--- config.mk ---
export PLATFORM = sky130hd
export DESIGN_NAME = vuln_tally
export DESIGN_NICKNAME = d
export VERILOG_FILES = /design/src/rtl/vuln_pkg.sv /design/src/rtl/vt_sat_acc.sv /design/src/rtl/vt_line_store.sv /design/src/rtl/vt_charge.sv /design/src/rtl/vuln_tally.sv
export SDC_FILE = /design/constraint.sdc
export NUM_CORES = 1
export LEC_CHECK = 0
export BUFFER_PORTS_ARGS = -buffer_cell sky130_fd_sc_hd__buf_2
export CAP_MARGIN = 20
export CORE_ASPECT_RATIO = 1.25
export CORE_MARGIN = 3
export CORE_UTILIZATION = 60
export DETAILED_ROUTE_END_ITERATION = 8
export PLACE_DENSITY = 0.81
export SYNTH_ARGS = -nofsm -noshare
export SYNTH_HDL_FRONTEND = slang
export SYNTH_HIERARCHICAL = 1
export SYNTH_SLANG_ARGS = --single-unit
export TNS_END_PERCENT = 10
--- constraint.sdc ---
create_clock -name clk -period 30.2 [get_ports clk]
set_input_delay 6.04 -clock clk [delete_from_list [all_inputs] [get_ports clk]]
set_output_delay 6.04 -clock clk [all_outputs]
set_load 0.01 [all_outputs]
--- src/rtl/vuln_pkg.sv ---
package vuln_pkg;
  typedef enum logic [2:0] {
    OP_FILL    = 3'd0,
    OP_READ    = 3'd1,
    OP_WRITE   = 3'd2,
    OP_EVICT   = 3'd3,
    OP_REFRESH = 3'd4
  } op_e;
endpackage

--- src/rtl/vt_sat_acc.sv ---
module vt_sat_acc #(
  parameter int ACC_W = 48,
  parameter int IN_W  = 24
) (
  input  logic             clk,
  input  logic             rst,
  input  logic             clr,
  input  logic             en,
  input  logic [IN_W-1:0]  inc,
  output logic [ACC_W-1:0] q
);
  localparam int EXT_W = (IN_W > ACC_W) ? IN_W : ACC_W;
  localparam int SW = EXT_W + 1;
  localparam logic [SW-1:0] LIM = SW'({ACC_W{1'b1}});

  logic [SW-1:0] sum;
  assign sum = SW'(q) + SW'(inc);

  always_ff @(posedge clk) begin
    if (rst || clr) q <= '0;
    else if (en) q <= (sum > LIM) ? {ACC_W{1'b1}} : sum[ACC_W-1:0];
  end
endmodule

--- src/rtl/vt_line_store.sv ---
module vt_line_store #(
  parameter int LINES = 8,
  parameter int W     = 16,
  parameter int TS_W  = 16,
  parameter int RC_W  = 8,
  parameter int IDX_W = 3
) (
  input  logic             clk,
  input  logic             rst,
  input  logic             clr,
  input  logic             touch,
  input  logic             load,
  input  logic             fill,
  input  logic             evict,
  input  logic             refresh,
  input  logic [IDX_W-1:0] idx,
  input  logic [W-1:0]     wdata,
  input  logic [TS_W-1:0]  now,
  output logic [LINES-1:0] valid_vec,
  output logic [W-1:0]     sel_data,
  output logic [TS_W-1:0]  sel_ts,
  output logic [RC_W-1:0]  sel_rc
);
  logic [W-1:0]    data_q [LINES];
  logic [TS_W-1:0] ts_q   [LINES];
  logic [RC_W-1:0] rc_q   [LINES];

  always_ff @(posedge clk) begin
    if (rst || clr) begin
      valid_vec <= '0;
      for (int i = 0; i < LINES; i++) begin
        data_q[i] <= '0;
        ts_q[i]   <= '0;
        rc_q[i]   <= '0;
      end
    end else begin
      for (int i = 0; i < LINES; i++) begin
        if (touch && (idx == IDX_W'(i))) begin
          ts_q[i] <= now;
          rc_q[i] <= '0;
        end else if (refresh && valid_vec[i] && (rc_q[i] != {RC_W{1'b1}})) begin
          rc_q[i] <= rc_q[i] + 1'b1;
        end
        if (load && (idx == IDX_W'(i))) data_q[i] <= wdata;
        if (fill && (idx == IDX_W'(i)))       valid_vec[i] <= 1'b1;
        else if (evict && (idx == IDX_W'(i))) valid_vec[i] <= 1'b0;
      end
    end
  end

  always_comb begin
    sel_data = '0;
    sel_ts   = '0;
    sel_rc   = '0;
    for (int i = 0; i < LINES; i++) begin
      if (idx == IDX_W'(i)) begin
        sel_data = data_q[i];
        sel_ts   = ts_q[i];
        sel_rc   = rc_q[i];
      end
    end
  end
endmodule

--- src/rtl/vt_charge.sv ---
module vt_charge #(
  parameter int W       = 16,
  parameter int TS_W    = 16,
  parameter int RC_W    = 8,
  parameter int REF_DUR = 4,
  parameter int CNT_W   = $clog2(W + 1),
  parameter int DUR_W   = $clog2(REF_DUR + 1),
  parameter int P1_W    = CNT_W + TS_W,
  parameter int P0_W    = CNT_W + RC_W + DUR_W
) (
  input  logic [W-1:0]    word,
  input  logic [TS_W-1:0] now,
  input  logic [TS_W-1:0] opened,
  input  logic [RC_W-1:0] refreshes,
  output logic [P1_W-1:0] add_one,
  output logic [P0_W-1:0] add_zero
);
  logic [CNT_W-1:0] ones;
  logic [CNT_W-1:0] zeros;
  logic [TS_W-1:0]  span;

  always_comb begin
    ones = '0;
    for (int i = 0; i < W; i++) ones = ones + CNT_W'(word[i]);
  end

  assign zeros    = CNT_W'(W) - ones;
  assign span     = now - opened;
  assign add_one  = P1_W'(ones) * P1_W'(span);
  assign add_zero = P0_W'(zeros) * P0_W'(refreshes) * P0_W'(REF_DUR);
endmodule

--- src/rtl/vuln_tally.sv ---
module vuln_tally #(
  parameter int LINES   = 8,
  parameter int W       = 16,
  parameter int TS_W    = 16,
  parameter int RC_W    = 8,
  parameter int REF_DUR = 4,
  parameter int ACC_W   = 48,
  parameter int IDX_W   = (LINES > 1) ? $clog2(LINES) : 1
) (
  input  logic             clk,
  input  logic             rst,
  input  logic             clr,
  input  logic             ev_valid,
  output logic             ev_ready,
  input  logic [2:0]       ev_op,
  input  logic [IDX_W-1:0] ev_line,
  input  logic [W-1:0]     ev_wdata,
  output logic [ACC_W-1:0] tot_one,
  output logic [ACC_W-1:0] tot_zero,
  output logic [ACC_W-1:0] tot_sum,
  output logic [ACC_W-1:0] cap_time
);
  import vuln_pkg::*;

  localparam int CNT_W = $clog2(W + 1);
  localparam int DUR_W = $clog2(REF_DUR + 1);
  localparam int P1_W  = CNT_W + TS_W;
  localparam int P0_W  = CNT_W + RC_W + DUR_W;
  localparam int VC_W  = $clog2(LINES + 1);
  localparam int CI_W  = VC_W + CNT_W;

  logic             acc;
  logic             sel_valid;
  logic             is_fill, is_read, is_write, is_evict, is_refresh;
  logic             touch, load, charge;
  logic [TS_W-1:0]  now;
  logic [LINES-1:0] line_valid;
  logic [W-1:0]     sel_data;
  logic [TS_W-1:0]  sel_ts;
  logic [RC_W-1:0]  sel_rc;
  logic [P1_W-1:0]  add_one;
  logic [P0_W-1:0]  add_zero;
  logic [VC_W-1:0]  vcount;
  logic [CI_W-1:0]  cap_inc;
  logic [ACC_W:0]   sum_ext;

  assign ev_ready   = !clr;
  assign acc        = ev_valid && ev_ready;
  assign sel_valid  = line_valid[ev_line];
  assign is_fill    = (ev_op == OP_FILL);
  assign is_read    = (ev_op == OP_READ);
  assign is_write   = (ev_op == OP_WRITE);
  assign is_evict   = (ev_op == OP_EVICT);
  assign is_refresh = (ev_op == OP_REFRESH);

  assign charge = acc && sel_valid && (is_read || is_evict);
  assign touch  = acc && (is_fill || (sel_valid && (is_read || is_write || is_evict)));
  assign load   = acc && (is_fill || (sel_valid && is_write));

  always_ff @(posedge clk) begin
    if (rst || clr) now <= '0;
    else            now <= now + 1'b1;
  end

  vt_line_store #(
    .LINES(LINES), .W(W), .TS_W(TS_W), .RC_W(RC_W), .IDX_W(IDX_W)
  ) u_store (
    .clk(clk), .rst(rst), .clr(clr),
    .touch(touch), .load(load),
    .fill(acc && is_fill), .evict(charge && is_evict),
    .refresh(acc && is_refresh),
    .idx(ev_line), .wdata(ev_wdata), .now(now),
    .valid_vec(line_valid), .sel_data(sel_data),
    .sel_ts(sel_ts), .sel_rc(sel_rc)
  );

  vt_charge #(
    .W(W), .TS_W(TS_W), .RC_W(RC_W), .REF_DUR(REF_DUR)
  ) u_charge (
    .word(sel_data), .now(now), .opened(sel_ts), .refreshes(sel_rc),
    .add_one(add_one), .add_zero(add_zero)
  );

  vt_sat_acc #(.ACC_W(ACC_W), .IN_W(P1_W)) u_acc_one (
    .clk(clk), .rst(rst), .clr(clr), .en(charge), .inc(add_one), .q(tot_one)
  );

  vt_sat_acc #(.ACC_W(ACC_W), .IN_W(P0_W)) u_acc_zero (
    .clk(clk), .rst(rst), .clr(clr), .en(charge), .inc(add_zero), .q(tot_zero)
  );

  always_comb begin
    vcount = '0;
    for (int i = 0; i < LINES; i++) vcount = vcount + VC_W'(line_valid[i]);
  end
  assign cap_inc = CI_W'(vcount) * CI_W'(W);

  vt_sat_acc #(.ACC_W(ACC_W), .IN_W(CI_W)) u_acc_cap (
    .clk(clk), .rst(rst), .clr(clr), .en(1'b1), .inc(cap_inc), .q(cap_time)
  );

  assign sum_ext = {1'b0, tot_one} + {1'b0, tot_zero};
  assign tot_sum = sum_ext[ACC_W] ? {ACC_W{1'b1}} : sum_ext[ACC_W-1:0];
endmodule

---- Word level (Yosys, flattened, before mapping) ----
Memory sizes are Yosys's and may differ from the RTL's.
Index checks and enable logic that the tools add are counted.
storage, ports and cells
  bits in writable memories ............... 320
  bits of input ports ..................... 26
  memories kept ........................... 3
  output and inout bits ................... 193
  register bits ........................... 168
  ROM bits ................................ 0
  latch bits .............................. 0
  logic and storage cells ................. 344
operators by class
  multipliers ............................. 2
  equal/unequal tests ..................... 19
  add/subtract/negate cells ............... 37
  muxes and demuxes ....................... 160
  magnitude comparators ................... 4
  shift operators ......................... 0
  bitwise gates (word level) .............. 32
  divide/modulo/power cells ............... 0
  reduce and logical (&&, ||, !) cells .... 75
memories
  memory          depth  bits a word  rd ports  clocked after memory_dff  wr ports  line                 source
  u_store.data_q  8      16           8         0                         8         vt_line_store.sv:24  logic [W-1:0] data_q [LINES];
  u_store.ts_q    8      16           8         0                         8         vt_line_store.sv:25  logic [TS_W-1:0] ts_q [LINES];
  u_store.rc_q    8      8            8         0                         8         vt_line_store.sv:26  logic [RC_W-1:0] rc_q [LINES];
operators by type and width
  cell                   count
  $mux 16                32
  $mux 48                4
  $mux 8                 24
  $gt 49x48->1 const B   3
  $mux 1                 99
  $add 5x1->5            14
  $add 8x1->8 const B    8
  $ne 8x8->1 const B     8
  $logic_and 1x1->1      58
  $add 48x15->49         1
  $add 48x21->49         1
  $add 48x48->49         1
  $add 48x8->49          1
  $or 1x1->1             32
  $mul 5x16->21          1
  $add 16x1->16 const B  1
  $add 4x1->4            4
  $reduce_bool 2->1      8
  $sub 16x16->16         1
  $eq 3x3->1 const B     5
  $mul 5x8->13           1
  $eq 3x2->1 const B     4
  $eq 3x1->1 const B     2
  $logic_not 3->1        2
  other kinds (8)        14

---- Logic depth before layout (Yosys ltp) ----
  depth in word-level cells ............... 29
  depth in mapped cells ................... 46
  mapped depth without buffers ............ 40

---- Cells and area by module ----
The synthesis kept the hierarchy.
by module, submodules not included
  module                   area each (sq um)  cells an instance  seq. area each (sq um)  instances
  vt_line_store            15474.8            1363               9769.4                  1
  vt_charge                5016.1             656                0.0                     1
  vuln_tally               3885.0             546                320.3                   1
  vt_sat_acc (u_acc_one)   3358.2             428                960.9                   1
  vt_sat_acc (u_acc_zero)  3012.9             352                960.9                   1
  vt_sat_acc (u_acc_cap)   2924.1             349                960.9                   1

---- Worst setup path before layout ----
OpenSTA, ideal clock, no wires.
  kind .................................... input port to flip-flop
  start point ............................. in ev_line[1]
  end point ............................... reg u_acc_one.q[46]
  path slack .............................. 14288 ps
  data arrival time ....................... 15785 ps
  library setup time ...................... 126 ps
  stages on the path ...................... 44
  path buffers ............................ 8
  data required time ...................... 30074 ps
  path through ............................ buf_6 -> buf_6 -> buf_6 -> buf_6 -> mux2i_1 -> o21ai_1 -> a211oi_1 -> o21ai_1 -> fa_1 -> inv_1 -> fa_1 -> fa_1 -> fa_1 -> inv_1 -> ha_1 -> a21o_1 -> a21oi_1 -> xor2_1 -> [... 8 more ...] -> buf_4 -> and3_1 -> nand3_1 -> o211ai_2 -> a41oi_2 -> or4b_1 -> o211ai_2 -> ha_1 -> buf_6 -> a211oi_2 -> o21ai_0 -> a31oi_1 -> nor4_2 -> or3_1 -> buf_6 -> or4_1 -> nand2_1 -> a211oi_1
between the ends
  elaborated cells on any way between the ends .. 48
  classes of those cells .................. add/sub: 17; mul: 1; order compare: 1; eq/ne: 7; mux: 19; reduce/logical: 3
RTL lines
  what                         line                 source
  start: declaration           vuln_tally.sv:16     input logic [IDX_W-1:0] ev_line,
  $logic_not 3->1              vt_line_store.sv:56  if (idx == IDX_W'(i)) begin
  $mux 16 (7 in series)        vt_line_store.sv:56
  $mux 16 *                    vt_line_store.sv:56
  named net sel_data[11]       vuln_tally.sv:38     logic [W-1:0] sel_data;
  $add 5x1->5 * (5 in series)  vt_charge.sv:24      for (int i = 0; i < W; i++) ones = ones + CNT_W'(word[i]);
  $mul 5x16->21 *              vt_charge.sv:29      assign add_one = P1_W'(ones) * P1_W'(span);
  named net add_one[19]        vuln_tally.sv:41     logic [P1_W-1:0] add_one;
  $add 48x21->49 *             vt_sat_acc.sv:17     assign sum = SW'(q) + SW'(inc);
  $gt 49x48->1                 vt_sat_acc.sv:21     else if (en) q <= (sum > LIM) ? {ACC_W{1'b1}} : sum[ACC_W-1:0];
  $mux 48 *                    vt_sat_acc.sv:21
  end signal: assignment       vt_sat_acc.sv:21
  end: declaration             vt_sat_acc.sv:10     output logic [ACC_W-1:0] q
Mark *: on every way through the listed nets, which the timed path passes. The rest lies on a longest branch. The select of a mux whose other input is x is not followed.
A chain may end at the register's enable or synchronous reset.

---- Worst setup path in the final report ----
  start point ............................. in ev_line[1]
  end point ............................... reg u_acc_zero.q[19]
between the ends
  elaborated cells on any way between the ends .. 48
  classes of those cells .................. add/sub: 17; mul: 1; order compare: 1; eq/ne: 7; mux: 19; reduce/logical: 3
RTL lines
  what                         line                 source
  $logic_not 3->1              vt_line_store.sv:56
  $mux 16 (7 in series)        vt_line_store.sv:56
  $mux 16 *                    vt_line_store.sv:56
  named net sel_data[11]       vuln_tally.sv:38
  $add 5x1->5 * (5 in series)  vt_charge.sv:24
  $sub 5x5->5 *                vt_charge.sv:27      assign zeros = CNT_W'(W) - ones;
  $mul 5x8->13 *               vt_charge.sv:30      assign add_zero = P0_W'(zeros) * P0_W'(refreshes) * P0_W'(REF_DUR);
  named net add_zero[14]       vuln_tally.sv:42     logic [P0_W-1:0] add_zero;
  $add 48x15->49 *             vt_sat_acc.sv:17
  $gt 49x48->1                 vt_sat_acc.sv:21
  $mux 48 *                    vt_sat_acc.sv:21
  end signal: assignment       vt_sat_acc.sv:21
  end: declaration             vt_sat_acc.sv:10
Marks and branches as above.

==> impl_metrics.tcl <==
set metrics [dict create \
    status "finished clean" \
    r2r_slack_ns 18.96 \
    synthesis.area_um2 33700 \
    timing.rr.start "u_store/data_q[0][45]$_SDFFCE_PN0P_" \
    wl_per_cell_um 19.3 \
    die-width_um 218 \
    rows 96 \
    cp_common_cell "fa_1" \
    synth_top_cell_by_area "edfxtp_1" \
    netlist_top_cells_count "nor2_1 (480), nand2_1 (360), edfxtp_1 (320)" \
    pin_count 219 \
    vias 28500 \
    synth_edf_count 320 \
    clk_pin_slew_ns 0.06 \
    syn2layout_area_growth_pct 8.59 \
    tightest_slew_ns 1.01 \
    crit_required_ns 30.64 \
    cts_setup_buffers 0 \
    first_pass_iters 6 \
    final.setup.tns_ns 0 \
    holdPathEnd "u_acc_cap/q[28]$_SDFFE_PP0P_" \
    grt.total_usage 0.295 \
    cts.repair.resized 0 \
    hold_path_depth 1 \
    synth_most_common_cell "nor2_1" \
    post-route-period-util 0.593 \
    grt_pass1_wl_um 143000 \
    finalHoldViolCount 0 \
    drv_slew 0 \
    slowest_delay_ns 0.83 \
    fmax_ghz 0.0558 \
    drt-total-wl_um 88900 \
    antenna_found_initial 1 \
    yosysTopAreaCellShare 0.285 \
    post-dp-hpwl_um 64500 \
    crit_fanout 95 \
    numCtsBuffers 51 \
    skew_ns 0.0487 \
    reg2reg_to "u_acc_zero/q[19]$_SDFFE_PP0P_" \
    htree_levels 2 \
    vias_per_cell 6.20 \
    postCtsHoldBufs 0 \
    finalCriticalPeriod_ns 17.91 \
    r2r_cells 35 \
    ys_warn_count 6 \
    seq_area_frac_synth 0.385 \
    endpoint_kind "register" \
    yosys-top-cells-area "edfxtp_1 (29%), dfxtp_1 (10%), ha_1 (6.6%), nor2_1 (5.4%), fa_1 (4.7%)" \
    synth-main-ff-cell "edfxtp_1" \
    core-area_um2 55300 \
    path_class "primary input to register" \
    cts_tree "built" \
    synth_cells 3694 \
    root_buffer "clkbuf_16" \
    gp_congestion 1.01 \
    crit_start "ev_line[1]" \
    fill_cells 4450 \
    dieArea_um2 59000 \
    avgSynthCellArea_um2 9.12 \
    drc_errors 0 \
    rsz0062_at_grt "no" \
    grt_pass1_vias 27700 \
    grt_overflow_total 0 \
    arrival_ns 18.35 \
    port_buffers 218 \
    async_flop_share 0 \
    drtIter0Drc 2621 \
    start_kind "primary input" \
    ys_types 115 \
    hp-class "register to register" \
    ant_nets 0 \
    initial_core_util 0.609 \
    report.final.setup_viol 0 \
    insertion_delay_ns 0.63 \
    die_h_um 271 \
    cts_buffer_depth 3 \
    max_slew_margin 0.319 \
    clock_sinks 488 \
    nets 4103 \
    min_from "u_acc_cap/q[28]$_SDFFE_PP0P_" \
    cap_violations 0 \
    slowest_stage "buf_4" \
    grt_max_degree 96 \
    drive_gt1_frac 0.116 \
    synth-seq-cells 488 \
]
cells by family (layout without fill, tap and decap cells):
logic type | count (synthesis) | in the layout | synth area share
compound gates | 936 | 936 | 0.180
xor+xnor | 185 | 185 | 0.0481
fa+ha+maj | 256 | 256 | 0.113
buf+inv | 398 | 556 | 0.0543
flops | 488 | 488 | 0.385
mux | 54 | 54 | 0.0202
other cells | 3 | 13 | 0.000334
simple gates | 1374 | 1374 | 0.199
layer usage:
| metal | global-route usage | wire length [um] | share of wire |
|---|---|---|---|
| met5 | 0 | 0 | 0 |
| met2 | 0.519 | 44100 | 0.50 |
| met1 | 0.363 | 34900 | 0.39 |
| met4 | 0.126 | 3780 | 0.042 |
| met3 | 0.0393 | 6110 | 0.069 |
critical path, delay by kind of cell:
family	cells	cell delay [ns]
AND/OR/NAND/NOR	8	1.80
buffers and inverters	6	1.83
XOR/XNOR	2	1.34
AO/OA/AOI/OAI	10	2.32
adder cells (fa/ha/maj)	11	4.88
worst max path at each step:
stage                                          endpoint  slack [ns]
final                     u_acc_zero/q[19]$_SDFFE_PP0P_       12.29
after global routing      u_acc_zero/q[31]$_SDFFE_PP0P_       11.45
after CTS                 u_acc_zero/q[19]$_SDFFE_PP0P_       12.38
after global placement    u_acc_zero/q[41]$_SDFFE_PP0P_       12.06
after floorplan            u_acc_one/q[46]$_SDFFE_PP0P_       14.29
after detailed placement  u_acc_zero/q[19]$_SDFFE_PP0P_       11.77
metrics by stage:
| stage | cells | hold slack (ns) | cell area (um2) | utilization | setup slack, ns |
|---|---|---|---|---|---|
| global route | 4596 | 0.519 | 36600 | 0.662 | 11.45 |
| global placement | 4502 | 0.473 | 34900 | 0.632 | 12.06 |
| CTS | 4596 | 0.503 | 36600 | 0.662 | 12.38 |
| detailed placement | 4503 | 0.484 | 34900 | 0.632 | 11.77 |
| floorplan | 3703 | 0.452 | 33700 | - | 14.29 |
| finish | 4597 | 0.505 | 36600 | 0.662 | 12.29 |
state kept, by name, summed over array words and instances, names as in the netlist:
register,cells
now,16
u_store/valid_vec,8
u_store/rc_q,64
u_store/data_q,128
u_acc_cap/q,48
u_store/ts_q,128
u_acc_one/q,48
u_acc_zero/q,48
layout make-up:
type                    count  area [um2]  area share
diodes                      1        2.50   0.0000684
clock buffers              72        1420      0.0387
clock inverters            21         208     0.00568
inverters                 219         822      0.0225
multi-input cells        2817       18900       0.518
flip-flops and latches    488       13000       0.355
well taps                 735         920      0.0252
repair buffers            244        1290      0.0354
cell usage in the layout (no fill, tap or decap), drive strengths merged, types with 17 or more instances in the layout:
cell type | netlist | final
a211oi | 78 | 78
a21o | 63 | 63
a21oi | 258 | 258
a22o | 31 | 31
a22oi | 17 | 17
a31oi | 49 | 49
and2 | 69 | 69
and3 | 53 | 53
buf | 102 | 244
clkbuf | 76 | 72
dfxtp | 168 | 168
edfxtp | 320 | 320
fa | 79 | 79
ha | 177 | 177
inv | 218 | 219
mux2i | 42 | 42
nand2 | 366 | 366
nand2b | 21 | 21
nand3 | 99 | 99
nand3b | 35 | 35
nand4 | 48 | 48
nor2 | 484 | 484
nor2b | 25 | 25
nor3 | 71 | 71
nor4 | 20 | 20
o21a | 20 | 20
o21ai | 247 | 247
o22ai | 18 | 18
or2 | 28 | 28
xnor2 | 96 | 96
xor2 | 89 | 89
Power is left out: the tool's default activity adds up to more than one toggle a clock period on the data nets, which glitch-free logic cannot reach.
